[src/rtl/amem_pkg.sv]
package amem_pkg;

  typedef enum logic [2:0] {
    PH_IDLE,
    PH_TURN,
    PH_SETUP,
    PH_STROBE,
    PH_HOLD
  } phase_e;

  // Strobes from the sequencer to the datapath
  typedef struct packed {
    logic load;      // accept a request, snapshot request and timing
    logic capture;   // last strobe cycle: sample read data
    logic active;    // setup, strobe or hold phase
    logic strobeOn;  // strobe phase
  } dpCtl_t;

endpackage

[src/rtl/amem_cfg_sel.sv]
module amem_cfg_sel #(
  parameter int NUM_CS  = 4,
  parameter int FIELD_W = 4,
  parameter int TA_W    = 3,
  localparam int CS_W   = $clog2(NUM_CS),
  localparam int CFG_W  = 6 * FIELD_W + TA_W + 2
) (
  input  logic [NUM_CS*CFG_W-1:0] cfgWord,
  input  logic [CS_W-1:0]         selCs,
  input  logic                    selWrite,
  output logic [FIELD_W-1:0]      setupW,
  output logic [FIELD_W-1:0]      strobeW,
  output logic [FIELD_W-1:0]      holdW,
  output logic [TA_W-1:0]         turnW,
  output logic                    csStrobe,
  output logic                    waitEn
);
  localparam int RD_SETUP_LO  = 0;
  localparam int RD_STROBE_LO = FIELD_W;
  localparam int RD_HOLD_LO   = 2 * FIELD_W;
  localparam int WR_SETUP_LO  = 3 * FIELD_W;
  localparam int WR_STROBE_LO = 4 * FIELD_W;
  localparam int WR_HOLD_LO   = 5 * FIELD_W;
  localparam int TURN_LO      = 6 * FIELD_W;
  localparam int CSS_BIT      = TURN_LO + TA_W;
  localparam int WEN_BIT      = CSS_BIT + 1;

  logic [CFG_W-1:0] words [NUM_CS];
  logic [CFG_W-1:0] sel;

  for (genvar g = 0; g < NUM_CS; g++) begin : g_word
    assign words[g] = cfgWord[g*CFG_W +: CFG_W];
  end

  assign sel = words[selCs];

  always_comb begin
    if (selWrite) begin
      setupW  = sel[WR_SETUP_LO  +: FIELD_W];
      strobeW = sel[WR_STROBE_LO +: FIELD_W];
      holdW   = sel[WR_HOLD_LO   +: FIELD_W];
    end else begin
      setupW  = sel[RD_SETUP_LO  +: FIELD_W];
      strobeW = sel[RD_STROBE_LO +: FIELD_W];
      holdW   = sel[RD_HOLD_LO   +: FIELD_W];
    end
  end

  assign turnW    = sel[TURN_LO +: TA_W];
  assign csStrobe = sel[CSS_BIT];
  assign waitEn   = sel[WEN_BIT];

endmodule

[src/rtl/amem_ctrl.sv]
module amem_ctrl
  import amem_pkg::*;
#(
  parameter int FIELD_W = 4,
  parameter int TA_W    = 3,
  parameter int CS_W    = 2,
  localparam int CNT_W  = (FIELD_W > TA_W) ? FIELD_W : TA_W
) (
  input  logic               clk,
  input  logic               rstN,
  input  logic               reqValid,
  input  logic               reqWrite,
  input  logic [CS_W-1:0]    reqCs,
  input  logic [FIELD_W-1:0] newSetup,
  input  logic [TA_W-1:0]    newTurn,
  input  logic               lastWrite,
  input  logic [CS_W-1:0]    lastCs,
  input  logic [FIELD_W-1:0] curSetup,
  input  logic [FIELD_W-1:0] curStrobe,
  input  logic [FIELD_W-1:0] curHold,
  input  logic               stall,
  output logic               reqReady,
  output logic               doneValid,
  output dpCtl_t             ctl
);
  phase_e            phase, phaseNx;
  logic [CNT_W-1:0]  cnt, cntNx;
  logic              lastValid;
  logic              doneQ;
  logic              accept;
  logic              needTurn;
  logic              cntZero;
  logic              strobeEnd;

  assign accept    = reqValid && (phase == PH_IDLE);
  assign needTurn  = lastValid && ((reqWrite != lastWrite) || (reqCs != lastCs));
  assign cntZero   = (cnt == '0);
  assign strobeEnd = (phase == PH_STROBE) && cntZero && !stall;

  always_comb begin
    phaseNx = phase;
    cntNx   = cnt;
    unique case (phase)
      PH_IDLE: begin
        if (accept) begin
          if (needTurn) begin
            phaseNx = PH_TURN;
            cntNx   = CNT_W'(newTurn);
          end else begin
            phaseNx = PH_SETUP;
            cntNx   = CNT_W'(newSetup);
          end
        end
      end
      PH_TURN: begin
        if (cntZero) begin
          phaseNx = PH_SETUP;
          cntNx   = CNT_W'(curSetup);
        end else begin
          cntNx = cnt - 1'b1;
        end
      end
      PH_SETUP: begin
        if (cntZero) begin
          phaseNx = PH_STROBE;
          cntNx   = CNT_W'(curStrobe);
        end else begin
          cntNx = cnt - 1'b1;
        end
      end
      PH_STROBE: begin
        if (!cntZero) begin
          cntNx = cnt - 1'b1;
        end else if (!stall) begin
          phaseNx = PH_HOLD;
          cntNx   = CNT_W'(curHold);
        end
      end
      PH_HOLD: begin
        if (cntZero) begin
          phaseNx = PH_IDLE;
        end else begin
          cntNx = cnt - 1'b1;
        end
      end
      default: begin
        phaseNx = PH_IDLE;
        cntNx   = '0;
      end
    endcase
  end

  always_ff @(posedge clk) begin
    if (!rstN) begin
      phase     <= PH_IDLE;
      cnt       <= '0;
      lastValid <= 1'b0;
      doneQ     <= 1'b0;
    end else begin
      phase <= phaseNx;
      cnt   <= cntNx;
      doneQ <= (phase == PH_HOLD) && cntZero;
      if (accept) begin
        lastValid <= 1'b1;
      end
    end
  end

  assign reqReady     = (phase == PH_IDLE);
  assign doneValid    = doneQ;
  assign ctl.load     = accept;
  assign ctl.capture  = strobeEnd;
  assign ctl.active   = (phase == PH_SETUP) || (phase == PH_STROBE) || (phase == PH_HOLD);
  assign ctl.strobeOn = (phase == PH_STROBE);

endmodule

[src/rtl/amem_dp.sv]
module amem_dp
  import amem_pkg::*;
#(
  parameter int NUM_CS  = 4,
  parameter int ADDR_W  = 16,
  parameter int DATA_W  = 16,
  parameter int FIELD_W = 4,
  parameter int CS_W    = 2
) (
  input  logic               clk,
  input  logic               rstN,
  input  dpCtl_t             ctl,
  input  logic               reqWrite,
  input  logic [CS_W-1:0]    reqCs,
  input  logic [ADDR_W-1:0]  reqAddr,
  input  logic [DATA_W-1:0]  reqWdata,
  input  logic [FIELD_W-1:0] selSetup,
  input  logic [FIELD_W-1:0] selStrobe,
  input  logic [FIELD_W-1:0] selHold,
  input  logic               selCsStrobe,
  input  logic               selWaitEn,
  input  logic               waitPol,
  input  logic               memWait,
  input  logic [DATA_W-1:0]  memDataIn,
  output logic               curWrite,
  output logic [CS_W-1:0]    curCs,
  output logic [FIELD_W-1:0] curSetup,
  output logic [FIELD_W-1:0] curStrobe,
  output logic [FIELD_W-1:0] curHold,
  output logic               stall,
  output logic [DATA_W-1:0]  rdData,
  output logic [ADDR_W-1:0]  memAddr,
  output logic [NUM_CS-1:0]  memCsN,
  output logic               memOeN,
  output logic               memWeN,
  output logic [DATA_W-1:0]  memDataOut,
  output logic               memDataOe
);
  logic               writeQ;
  logic [CS_W-1:0]    csQ;
  logic [ADDR_W-1:0]  addrQ;
  logic [DATA_W-1:0]  wdataQ;
  logic [FIELD_W-1:0] setupQ;
  logic [FIELD_W-1:0] strobeQ;
  logic [FIELD_W-1:0] holdQ;
  logic               csStrobeQ;
  logic               waitEnQ;
  logic               waitMeta;
  logic               waitSync;
  logic [DATA_W-1:0]  rdQ;

  always_ff @(posedge clk) begin
    if (!rstN) begin
      writeQ    <= 1'b0;
      csQ       <= '0;
      addrQ     <= '0;
      wdataQ    <= '0;
      setupQ    <= '0;
      strobeQ   <= '0;
      holdQ     <= '0;
      csStrobeQ <= 1'b0;
      waitEnQ   <= 1'b0;
      waitMeta  <= 1'b0;
      waitSync  <= 1'b0;
      rdQ       <= '0;
    end else begin
      waitMeta <= memWait;
      waitSync <= waitMeta;
      if (ctl.load) begin
        writeQ    <= reqWrite;
        csQ       <= reqCs;
        addrQ     <= reqAddr;
        wdataQ    <= reqWdata;
        setupQ    <= selSetup;
        strobeQ   <= selStrobe;
        holdQ     <= selHold;
        csStrobeQ <= selCsStrobe;
        waitEnQ   <= selWaitEn;
      end
      if (ctl.capture && !writeQ) begin
        rdQ <= memDataIn;
      end
    end
  end

  assign stall     = waitEnQ && (waitSync == waitPol);
  assign curWrite  = writeQ;
  assign curCs     = csQ;
  assign curSetup  = setupQ;
  assign curStrobe = strobeQ;
  assign curHold   = holdQ;
  assign rdData    = rdQ;

  for (genvar g = 0; g < NUM_CS; g++) begin : g_cs
    assign memCsN[g] = !(ctl.active && (csQ == CS_W'(g)) && (!csStrobeQ || ctl.strobeOn));
  end

  assign memAddr    = addrQ;
  assign memOeN     = !(ctl.strobeOn && !writeQ);
  assign memWeN     = !(ctl.strobeOn && writeQ);
  assign memDataOut = wdataQ;
  assign memDataOe  = ctl.active && writeQ;

endmodule

[src/rtl/amem_cycle_ctrl.sv]
module amem_cycle_ctrl
  import amem_pkg::*;
#(
  parameter int NUM_CS  = 4,
  parameter int ADDR_W  = 16,
  parameter int DATA_W  = 16,
  parameter int FIELD_W = 4,
  parameter int TA_W    = 3,
  localparam int CS_W   = $clog2(NUM_CS),
  localparam int CFG_W  = 6 * FIELD_W + TA_W + 2
) (
  input  logic                    clk,
  input  logic                    rstN,
  input  logic [NUM_CS*CFG_W-1:0] cfgWord,
  input  logic                    waitPol,
  input  logic                    reqValid,
  output logic                    reqReady,
  input  logic                    reqWrite,
  input  logic [CS_W-1:0]         reqCs,
  input  logic [ADDR_W-1:0]       reqAddr,
  input  logic [DATA_W-1:0]       reqWdata,
  output logic                    doneValid,
  output logic [DATA_W-1:0]       rdData,
  output logic [ADDR_W-1:0]       memAddr,
  output logic [NUM_CS-1:0]       memCsN,
  output logic                    memOeN,
  output logic                    memWeN,
  output logic [DATA_W-1:0]       memDataOut,
  output logic                    memDataOe,
  input  logic [DATA_W-1:0]       memDataIn,
  input  logic                    memWait
);
  dpCtl_t             ctl;
  logic [FIELD_W-1:0] selSetup, selStrobe, selHold;
  logic [TA_W-1:0]    selTurn;
  logic               selCsStrobe, selWaitEn;
  logic               curWrite;
  logic [CS_W-1:0]    curCs;
  logic [FIELD_W-1:0] curSetup, curStrobe, curHold;
  logic               stall;

  amem_cfg_sel #(
    .NUM_CS(NUM_CS), .FIELD_W(FIELD_W), .TA_W(TA_W)
  ) i_cfg_sel (
    .cfgWord (cfgWord),
    .selCs   (reqCs),
    .selWrite(reqWrite),
    .setupW  (selSetup),
    .strobeW (selStrobe),
    .holdW   (selHold),
    .turnW   (selTurn),
    .csStrobe(selCsStrobe),
    .waitEn  (selWaitEn)
  );

  amem_ctrl #(
    .FIELD_W(FIELD_W), .TA_W(TA_W), .CS_W(CS_W)
  ) i_ctrl (
    .clk      (clk),
    .rstN     (rstN),
    .reqValid (reqValid),
    .reqWrite (reqWrite),
    .reqCs    (reqCs),
    .newSetup (selSetup),
    .newTurn  (selTurn),
    .lastWrite(curWrite),
    .lastCs   (curCs),
    .curSetup (curSetup),
    .curStrobe(curStrobe),
    .curHold  (curHold),
    .stall    (stall),
    .reqReady (reqReady),
    .doneValid(doneValid),
    .ctl      (ctl)
  );

  amem_dp #(
    .NUM_CS(NUM_CS), .ADDR_W(ADDR_W), .DATA_W(DATA_W),
    .FIELD_W(FIELD_W), .CS_W(CS_W)
  ) i_dp (
    .clk        (clk),
    .rstN       (rstN),
    .ctl        (ctl),
    .reqWrite   (reqWrite),
    .reqCs      (reqCs),
    .reqAddr    (reqAddr),
    .reqWdata   (reqWdata),
    .selSetup   (selSetup),
    .selStrobe  (selStrobe),
    .selHold    (selHold),
    .selCsStrobe(selCsStrobe),
    .selWaitEn  (selWaitEn),
    .waitPol    (waitPol),
    .memWait    (memWait),
    .memDataIn  (memDataIn),
    .curWrite   (curWrite),
    .curCs      (curCs),
    .curSetup   (curSetup),
    .curStrobe  (curStrobe),
    .curHold    (curHold),
    .stall      (stall),
    .rdData     (rdData),
    .memAddr    (memAddr),
    .memCsN     (memCsN),
    .memOeN     (memOeN),
    .memWeN     (memWeN),
    .memDataOut (memDataOut),
    .memDataOe  (memDataOe)
  );

endmodule

[config.mk]
export PLATFORM = sky130hd
export DESIGN_NAME = amem_cycle_ctrl
export DESIGN_NICKNAME = d
export VERILOG_FILES = /design/src/rtl/amem_pkg.sv /design/src/rtl/amem_cfg_sel.sv /design/src/rtl/amem_ctrl.sv /design/src/rtl/amem_dp.sv /design/src/rtl/amem_cycle_ctrl.sv
export SDC_FILE = /design/constraint.sdc
export NUM_CORES = 1
export LEC_CHECK = 0
export BUFFER_PORTS_ARGS = -buffer_cell sky130_fd_sc_hd__buf_2
export CAP_MARGIN = 0
export CELL_PAD_IN_SITES_DETAIL_PLACEMENT = 0
export CELL_PAD_IN_SITES_GLOBAL_PLACEMENT = 2
export CORE_ASPECT_RATIO = 0.7
export CORE_MARGIN = 1
export CORE_UTILIZATION = 26
export DETAILED_ROUTE_END_ITERATION = 10
export GPL_ROUTABILITY_DRIVEN = 0
export PLACE_DENSITY = 0.86
export SLEW_MARGIN = 20
export SYNTH_ARGS = -nofsm -noshare
export SYNTH_HDL_FRONTEND = slang
export SYNTH_HIERARCHICAL = 1
export SYNTH_SLANG_ARGS = --single-unit
[constraint.sdc]
create_clock -name clk -period 3.2 [get_ports clk]
set_input_delay 0.96 -clock clk [delete_from_list [all_inputs] [get_ports clk]]
set_output_delay 0.96 -clock clk [all_outputs]
set_load 0.02 [all_outputs]
==> reports/metrics.yaml <==
sta:
  max_freq_ghz: 0.344
  rsz0062_at_grt: "no"
  setup_viol: 0
  finalClockSkew_ns: 0.00660
  min_period_ns: 2.91
  fin_crit_sh_pct: 90.8
  max_slew_margin_pct: 57.4
  finalSetupTns_ns: 0
  maxSlewViolCount: 0
  hold-worst-slack_ns: 0.438
  worst_pin_slew_ns: 0.636
  hold_viol_final: 0
synthesis:
  synth_cells: 421
  syn_area_um2: 4460
  synth_area_leaders: "dfxtp_1 34%, mux2i_1 15%, mux4_1 8.2%"
  async_flop_share_pct: 0
  syn-num-nets: 595
  syn_avg_cell_area_um2: 10.6
  synth_cell_type_count: 49
  synth-seq-area-share_pct: 34.1
  synth_top_cells_by_count: "76 x dfxtp_1, 69 x mux2i_1, 52 x nor2b_1, 46 x nand2_1, 15 x mux4_2"
  synth_most_common_cell: "dfxtp_1"
  yosysTopAreaCellShare_pct: 34.1
  ys_warn_count: 6
  synth_edf_count: 0
  synthFlopType: "dfxtp_1"
  yosys.area.top_type: "dfxtp_1"
  synth-seq-cells: 76
floorplanning:
  start_util_pct: 27.0
  die_y_um: 112
  coreArea_um2: 16500
  core.rowCount: 39
  fp.dieArea_um2: 17700
  die_x_um: 159
  ios: 229
cells_and_area:
  final_core_util_pct: 36.7
  antenna_cells: 0
  nFillCells: 1662
  layout.nets: 813
  syn_to_final_growth_pct: 35.9
  drive_gt1_share_pct: 45.2
routing:
  drc: 0
  vias_per_cell: 4.45
  vias: 3864
  avgRoutedWirePerCell_um: 14.0
  routed_wl_mm: 12.1
  firstDrtPassIters: 4
  drt.antenna.violating_nets: 0
  initialDrtViolationCount: 235
worst_setup_path:
  crit_start: "i_ctrl/phase[0]"
  end_kind: "output port"
  startpoint_type: "flip-flop"
  required_ns: 2.24
  timing.rr.start: "i_ctrl/phase[1]"
  crit_type: "flip-flop to output port"
  crit_path_max_fanout: 11
  arrival_ns: 1.95
clocking:
  cts_tree: "done"
  cts_root_buf: "clkbuf_16"
  cts.sinks: 76
  htreeDepth: 3
  clk_path_buf_depth: 2
  cts_hold_buf: 0
  numCtsBuffers: 9
  insertion_delay_ns: 0.34
  postCtsSetupRepairBufs: 0
  path_clk_slew_ns: 0.06
  cts.repair.resized: 0
global_routing:
  grt_overflow_total: 0
  grt_usage_pct: 13.7
  grt_pass1_vias: 3837
  antenna_found_initial: 0
  grt_pass1_wl_mm: 18.7
  grt_max_degree: 55
run_status:
  outcome: "finished, final reports clean"
placement:
  hpwl_mm: 9.67
  port_buffers: 228
power:
  p_leak_nw: 2.74
  p_per_area_nw_per_um2: 636
  vdd_ir_drop_max_uv: 256
hold_path:
  timing.hold.worst.start: "i_dp/waitMeta"
  hp-class: "flip-flop to flip-flop"
run:
  maxCapViolCount: 0
## flip-flops by register name, summed over array words and instances, names as in the netlist
| signal | count |
|---|---|
| i_dp/curStrobe | 4 |
| i_ctrl/cnt | 4 |
| i_dp/curSetup | 4 |
| i_dp/csStrobeQ | 1 |
| i_dp/waitSync | 1 |
| i_ctrl/phase | 3 |
| i_dp/curCs | 2 |
| i_ctrl/doneValid | 1 |
| i_dp/memDataOut | 16 |
| i_dp/curWrite | 1 |
| i_dp/waitEnQ | 1 |
| i_dp/curHold | 4 |
| i_dp/memAddr | 16 |
| i_dp/rdData | 16 |
| i_ctrl/lastValid | 1 |
| i_dp/waitMeta | 1 |
## critical path, stage by stage (launching register included)
cell and delay, ns:
dfxtp_1 0.40, buf_4 0.22, or3b_1 0.47, nand2_1 0.21, and2_1 0.15, buf_2 0.16
## through the flow
stage | instances | area, um2 | setup slack (ns) | power, mW
6_report | 869 | 6070 | 0.294 | 3.86
5_1_grt | 869 | 6070 | 0.186 | 4.12
4_1_cts | 869 | 6070 | 0.266 | 3.92
3_5_place_dp | 853 | 5760 | 0.432 | 2.86
3_3_place_gp | 853 | 5760 | 0.472 | 2.84
2_1_floorplan | 421 | 4460 | 0.596 | 2.47
## routing by layer
layer | track usage, % | wire, um | up-vias | part of all wire [%]
met5 | 0 | 0 | - | 0
met1 | 16.0 | 5300 | 1737 | 44
met4 | 4.49 | 146 | 0 | 1.2
li1 | - | - | 1953 | -
met2 | 24.0 | 5770 | 161 | 48
met3 | 3.85 | 909 | 13 | 7.5
## power by group
| group | internal (mW) | switching [mW] |
|---|---|---|
| Combinational | 0.725 | 0.855 |
| Clock | 0.628 | 0.406 |
| Sequential | 1.11 | 0.134 |
## placed cells by master, fill, tap and decap left out, drive strengths merged, types with 6 or more instances in the layout
cell type  instances
clkbuf            11
nor3               7
o21ai             12
dfxtp             76
nor2              14
inv                6
mux2              13
nand3              6
nand2             46
and2               7
buf              241
nor2b             52
nand2b             7
mux2i             69
a21oi              8
mux4              29
## area by class of cell
cell class / count / area [um2] / share of cell area [%]
well taps: 225 / 282 / 4.64
clock inverters: 5 / 60.1 / 0.990
clock buffers: 11 / 243 / 4.00
inverters: 5 / 18.8 / 0.309
flip-flops and latches: 76 / 1520 / 25.1
multi-input cells: 306 / 2690 / 44.4
repair buffers: 241 / 1250 / 20.6
## kinds of logic (layout without fill, tap and decap cells)
family | count (synthesis) | count (layout) | synth area share (%)
buf+inv | 39 | 262 | 5.69
fa+ha+maj | 2 | 2 | 0.561
mux | 111 | 111 | 35.0
compound gates | 37 | 37 | 5.47
flops | 76 | 76 | 34.1
simple gates | 150 | 150 | 18.0
xor+xnor | 6 | 6 | 1.18
## final timing paths
path	endpoint	depth (start not counted)	slack, ns
worst max-delay path	memDataOe	5	0.29
worst min-delay path	i_dp/waitSync	1	0.44
worst max register to register	i_dp/memDataOut[14]	6	0.88
worst min register to register	i_dp/waitSync	1	0.44
Power figures use the tool's default switching activity.
